--- src/rtl/desc_chain_dma.sv ---
module desc_chain_dma #(
  parameter int AW = 32
) (
  input  logic          clk,
  input  logic          rst_n,
  input  logic          reg_wr,
  input  logic          reg_sel,
  input  logic [31:0]   reg_wdata,
  output logic          busy,
  output logic          irq,
  output logic [AW-1:0] done_addr,
  output logic          overrun,
  output logic          no_eop_err,
  output logic [AW-1:0] mem_addr,
  output logic          mem_rd,
  output logic          mem_wr,
  output logic [31:0]   mem_wdata,
  input  logic [31:0]   mem_rdata,
  output logic          tx_valid,
  input  logic          tx_ready,
  output logic [7:0]    tx_data,
  output logic          tx_sop,
  output logic          tx_eop,
  output logic [15:0]   tx_pkt_len
);
  localparam int SOP_B = 31;
  localparam int EOP_B = 30;
  localparam int OWN_B = 29;

  typedef enum logic [2:0] {IDLE, RD_NEXT, RD_BUF, RD_LEN, RD_FLG, MOVE, WBACK} st_t;
  st_t st;

  logic [AW-1:0] cur, nxt, bptr;
  logic [15:0]   remain;
  logic [31:0]   w3;
  logic          first;
  logic          head_wr, ack_wr, finish;

  assign busy      = (st != IDLE);
  assign head_wr   = reg_wr && !reg_sel;
  assign ack_wr    = reg_wr && reg_sel && (reg_wdata[AW-1:0] == done_addr);
  assign finish    = (st == WBACK) && (nxt == '0);
  assign tx_valid  = (st == MOVE);
  assign tx_data   = mem_rdata[{bptr[1:0], 3'b000} +: 8];
  assign tx_sop    = tx_valid && first && w3[SOP_B];
  assign tx_eop    = tx_valid && (remain == 16'd1) && w3[EOP_B];
  assign mem_rd    = (st == RD_NEXT) || (st == RD_BUF) || (st == RD_LEN) ||
                     (st == RD_FLG) || (st == MOVE);
  assign mem_wr    = (st == WBACK);
  assign mem_wdata = w3 & ~(32'd1 << OWN_B);

  always_comb begin
    case (st)
      RD_NEXT: mem_addr = cur;
      RD_BUF:  mem_addr = cur + AW'(4);
      RD_LEN:  mem_addr = cur + AW'(8);
      RD_FLG:  mem_addr = cur + AW'(12);
      WBACK:   mem_addr = cur + AW'(12);
      MOVE:    mem_addr = {bptr[AW-1:2], 2'b00};
      default: mem_addr = '0;
    endcase
  end

  always_ff @(posedge clk or negedge rst_n) begin
    if (!rst_n) begin
      st         <= IDLE;
      cur        <= '0;
      nxt        <= '0;
      bptr       <= '0;
      remain     <= '0;
      w3         <= '0;
      first      <= 1'b0;
      irq        <= 1'b0;
      done_addr  <= '0;
      overrun    <= 1'b0;
      no_eop_err <= 1'b0;
      tx_pkt_len <= '0;
    end else begin
      if (ack_wr) irq <= 1'b0;
      if (head_wr && busy) overrun <= 1'b1;
      case (st)
        IDLE: if (head_wr) begin
          cur        <= reg_wdata[AW-1:0];
          no_eop_err <= 1'b0;
          st         <= RD_NEXT;
        end
        RD_NEXT: begin
          nxt <= mem_rdata[AW-1:0];
          st  <= RD_BUF;
        end
        RD_BUF: begin
          bptr <= mem_rdata[AW-1:0];
          st   <= RD_LEN;
        end
        RD_LEN: begin
          bptr   <= bptr + AW'(mem_rdata[31:16]);
          remain <= mem_rdata[15:0];
          st     <= RD_FLG;
        end
        RD_FLG: begin
          w3    <= mem_rdata;
          first <= 1'b1;
          if (mem_rdata[SOP_B]) tx_pkt_len <= mem_rdata[15:0];
          st <= (remain == 16'd0) ? WBACK : MOVE;
        end
        MOVE: if (tx_ready) begin
          bptr   <= bptr + AW'(1);
          remain <= remain - 16'd1;
          first  <= 1'b0;
          if (remain == 16'd1) st <= WBACK;
        end
        WBACK: begin
          if (nxt == '0) begin
            st         <= IDLE;
            done_addr  <= cur;
            irq        <= 1'b1;
            no_eop_err <= !w3[EOP_B];
          end else begin
            cur <= nxt;
            st  <= RD_NEXT;
          end
        end
        default: st <= IDLE;
      endcase
    end
  end

  assert_start_fetch_R2: assert property (@(posedge clk) disable iff (!rst_n)
    head_wr && !busy |=> mem_rd && mem_addr == $past(reg_wdata[AW-1:0]));

  assert_hold_byte_R4: assert property (@(posedge clk) disable iff (!rst_n)
    tx_valid && !tx_ready |=> tx_valid && $stable(tx_data) && $stable(tx_sop) && $stable(tx_eop));

  assert_finish_report_R8: assert property (@(posedge clk) disable iff (!rst_n)
    finish |=> irq && !busy && done_addr == $past(cur));

  assert_irq_hold_R9: assert property (@(posedge clk) disable iff (!rst_n)
    irq && !ack_wr |=> irq);

  assert_overrun_set_R10: assert property (@(posedge clk) disable iff (!rst_n)
    head_wr && busy |=> overrun);

  assert_overrun_sticky_R10: assert property (@(posedge clk) disable iff (!rst_n)
    overrun |=> overrun);
endmodule

--- config.mk ---
export PLATFORM = sky130hd
export DESIGN_NAME = desc_chain_dma
export DESIGN_NICKNAME = d
export VERILOG_FILES = /design/src/rtl/desc_chain_dma.sv
export SDC_FILE = /design/constraint.sdc
export NUM_CORES = 1
export LEC_CHECK = 0
export BUFFER_PORTS_ARGS = -buffer_cell sky130_fd_sc_hd__buf_2
export CAP_MARGIN = 30
export CELL_PAD_IN_SITES_DETAIL_PLACEMENT = 0
export CELL_PAD_IN_SITES_GLOBAL_PLACEMENT = 1
export CORE_MARGIN = 1
export CORE_UTILIZATION = 39
export DETAILED_ROUTE_END_ITERATION = 12
export PLACE_DENSITY_LB_ADDON = 0.1
export REMOVE_ABC_BUFFERS = 1
export SLEW_MARGIN = 40
export SYNTH_ARGS = -nofsm -noshare
export SYNTH_HDL_FRONTEND = slang
export SYNTH_SLANG_ARGS = --single-unit
--- constraint.sdc ---
create_clock -name clk -period 3 [get_ports clk]
set_input_delay 0.3 -clock clk [delete_from_list [all_inputs] [get_ports clk]]
set_output_delay 0.3 -clock clk [all_outputs]
set_load 0.01 [all_outputs]
==> impl_metrics.ini <==
[worst_setup_path]
startpoint_type = register
required_ns = 2.70
arrival_ns = 2.90
critical_path_class = reg2out
critPathMaxFanout = 5
end_kind = output pin

[synthesis]
synthFlopType = dfrtp_1
yosys_warnings = 0
synth_xor_area_frac = 0.04532
synth_seq_cells = 198
synth_compound_area_frac = 0.1766
synth_edf_count = 0
synth.distinct_cells = 88
avgSynthCellArea_um2 = 8.928
syn_inst = 1342
synthAdderAreaFrac = 0.02423
synthArstFlopShare = 1.000
post_synth_mux_area_share = 0.08970
synth_top_family_by_area = simple AND/OR/NAND/NOR gates
synth-seq-area-share = 0.4135
netlist_area_um2 = 11980
synthSimpleGateAreaFrac = 0.2091

[routing]
firstDrtPassIters = 5
routedWlPerCell_um = 24.43
avgViaCountPerCell = 5.940
drtIter0Drc = 1054
routed_wl_um = 48490
ant_nets = 0
num_vias = 11790
route.detailed.drc = 0

[placement]
dp_hpwl_um = 36460
place_congestion = 0.9360
pre_cts_ws_ns = -0.04849
io_buffer_count = 196

[clock_tree]
clockRootBuffer = clkbuf_16
cts_max_level = 4
clock_path_buffers = 2
cts_sinks = 198
path_clk_slew_ns = 0.08
clk_latency_ns = 0.46
cts_buffers = 17
tritoncts = yes

[power]
powerDensity_nw_per_um2 = 1173
ir_drop_uv = 521.8
p_leak_nw = 6.810
finalPower_mw = 17.49

[grt]
use_met2 = 0.4870
grt.overflow.total = 0
grt_max_degree = 82
use_met1 = 0.4475
met3_usage = 0.05863
grt_use_total = 0.3134
grt_pass1_wl_um = 72340
antenna_found_initial = 1
grt.busiest_layer = met2
grt_pass1_vias = 11230

[hold_path]
worstHoldPathType = in2reg

[timing]
clock-skew-final_ns = 0.009291
worst_pin_slew_ns = 0.7647
period_share = 1.068
rsz0062_at_grt = true
fin_crit_ns = 3.204
report.final.slew_viol_count = 0
slew_headroom = 0.4890
max_freq_ghz = 0.3121
final-setup-viol-count = 15
setup_ws_ns = -0.2038
hold_viol = 0

[die]
die_h_um = 177.3
io_pins = 198
die_width_um = 177.3
core_area_um2 = 29950
rows = 63
initial_core_util = 0.4000
die_area_um2 = 31430

[job]
maxCapViolCount = 0

[finish]
antenna_cells = 0
syn2layout_area_growth_pct = 24.38
nets = 1673
layout-drive-gt1-share = 0.3091

[outcome]
status = finished, violations left
failed_checks = negative setup slack
-- final timing paths --
path | from | to | slack [ns] | cells after the start
setup reg to reg | st[2] | bptr[23] | -0.01 | 12
hold reg to reg | overrun | overrun | 0.47 | 1
setup / recovery | st[2] | mem_addr[29] | -0.20 | 9
min in group asynchronous | rst_n | done_addr[27] | 0.44 | 2
max in group asynchronous | rst_n | tx_pkt_len[3] | 1.70 | 3
hold / removal | reg_wdata[23] | cur[23] | 0.12 | 3
-- state kept, by name, indices dropped and copies added, names as in the netlist --
name and flops:
tx_pkt_len 16, bptr 32, done_addr 32, irq 1, cur 32, first 1
remain 16, overrun 1, nxt 32, st 3, w3 31, no_eop_err 1
-- placed cells by master (no fill, tap or decap), drive strengths merged, types with 5 or more instances in the layout --
cell type	instances
buf	312
nand2	267
dfrtp	198
nor2	92
mux2	75
a21oi	65
o21ai	61
a31oi	47
xor2	37
inv	31
nor3	28
nand3	27
nor4	27
xnor2	25
and3	24
and2	20
ha	20
clkbuf	20
nand4	18
o32ai	13
o22ai	13
a21o	12
a22oi	12
o211ai	10
mux4	8
a311oi	8
or3	8
o311ai	8
and4	7
a221o	7
a211o	7
a211oi	6
mux2i	5
clkinv	5
-- worst max-delay path, cell delays in order (launching register included) --
cell	delay (ns)
dfrtp_1	0.40
buf_6	0.12
nor2b_4	0.14
ha_4	0.26
a21o_1	0.11
or3b_4	0.44
nor3_2	0.19
or4b_1	0.46
a31oi_1	0.18
buf_2	0.16
-- area by class of cell --
| type | instances | area, µm² |
|---|---|---|
| clock buffers | 19 | 442.9 |
| clock inverters | 13 | 153.9 |
| fillers | 2951 | 15050 |
| inverters | 25 | 93.84 |
| multi-input cells | 1026 | 6812 |
| flip-flops and latches | 198 | 4959 |
| well taps | 390 | 488.0 |
| repair buffers | 314 | 1954 |
-- through the flow --
stage / TNS (ns) / cells / util / cell area [µm²] / hold WS [ns]
4_1_cts: -0.9322 / 1980 / 0.4900 / 14680 / 0.1014
6_report: -1.198 / 1985 / 0.4975 / 14900 / 0.1160
3_5_place_dp: -0.1223 / 1941 / 0.4638 / 13890 / 0.3992
5_1_grt: -3.098 / 1985 / 0.4975 / 14900 / 0.1128
2_1_floorplan: -87.96 / 1249 / - / 11580 / 0.004409
3_3_place_gp: -0.03770 / 1941 / 0.4638 / 13890 / 0.3883
-- logic make-up (layout without fill, tap and decap cells) --
logic type	after synthesis	after routing
compound gates	312	312
xor+xnor	62	62
fa+ha+maj	22	22
buf+inv	118	371
flops	198	198
mux	88	88
other cells	1	1
simple gates	541	541
-- cells in the mapped netlist (4+ instances only) --
cell type,number,area share
nand2_1,267,0.084
a211oi_1,5,0.0031
ha_1,20,0.021
a32oi_1,4,0.0029
o32ai_1,13,0.0095
o211ai_1,10,0.0063
inv_1,22,0.0069
buf_1,4,0.0013
a21o_1,12,0.0075
mux2_2,75,0.070
nand4_1,18,0.0094
and3_1,23,0.012
nand2b_1,4,0.0021
buf_4,4,0.0025
a31oi_1,46,0.024
xor2_1,37,0.027
o21ai_0,60,0.025
or3_1,8,0.0042
dfrtp_1,198,0.41
a221o_1,7,0.0058
and2_1,19,0.0099
clkbuf_1,61,0.019
nor2_1,91,0.029
a21oi_1,63,0.026
nand3_1,27,0.011
o311ai_0,7,0.0051
xnor2_1,25,0.018
a311oi_1,8,0.0058
mux2i_1,5,0.0042
nor3_1,27,0.011
a211o_1,7,0.0051
o22ai_1,13,0.0068
nor4_1,25,0.013
mux4_2,8,0.015
a22oi_1,12,0.0075
buf_2,21,0.0088
and4_1,7,0.0051
-- power by group --
| group | total (mW) | internal, mW | switching (mW) |
|---|---|---|---|
| Sequential | 5.10 | 3.80 | 1.31 |
| Clock | 2.41 | 1.21 | 1.20 |
| Combinational | 9.97 | 4.13 | 5.84 |
-- layer usage --
layer	wire length, µm	share of wire	up-vias
li1	-	-	5338
met1	21920	0.45	5925
met2	22240	0.46	469
met3	3359	0.069	59
met4	976	0.020	0
met5	0	0	-
-- repair_timing --
item	4_1_cts	5_1_grt
buffers inserted	6	5
endpoints found under the hold margin	76	0
hold buffers	1	0
endpoints found under the setup margin	29	37
gates resized for setup	37	38
pin swaps	18	19
gates cloned	0	0
Note: power is estimated with default switching activity, not from simulation.
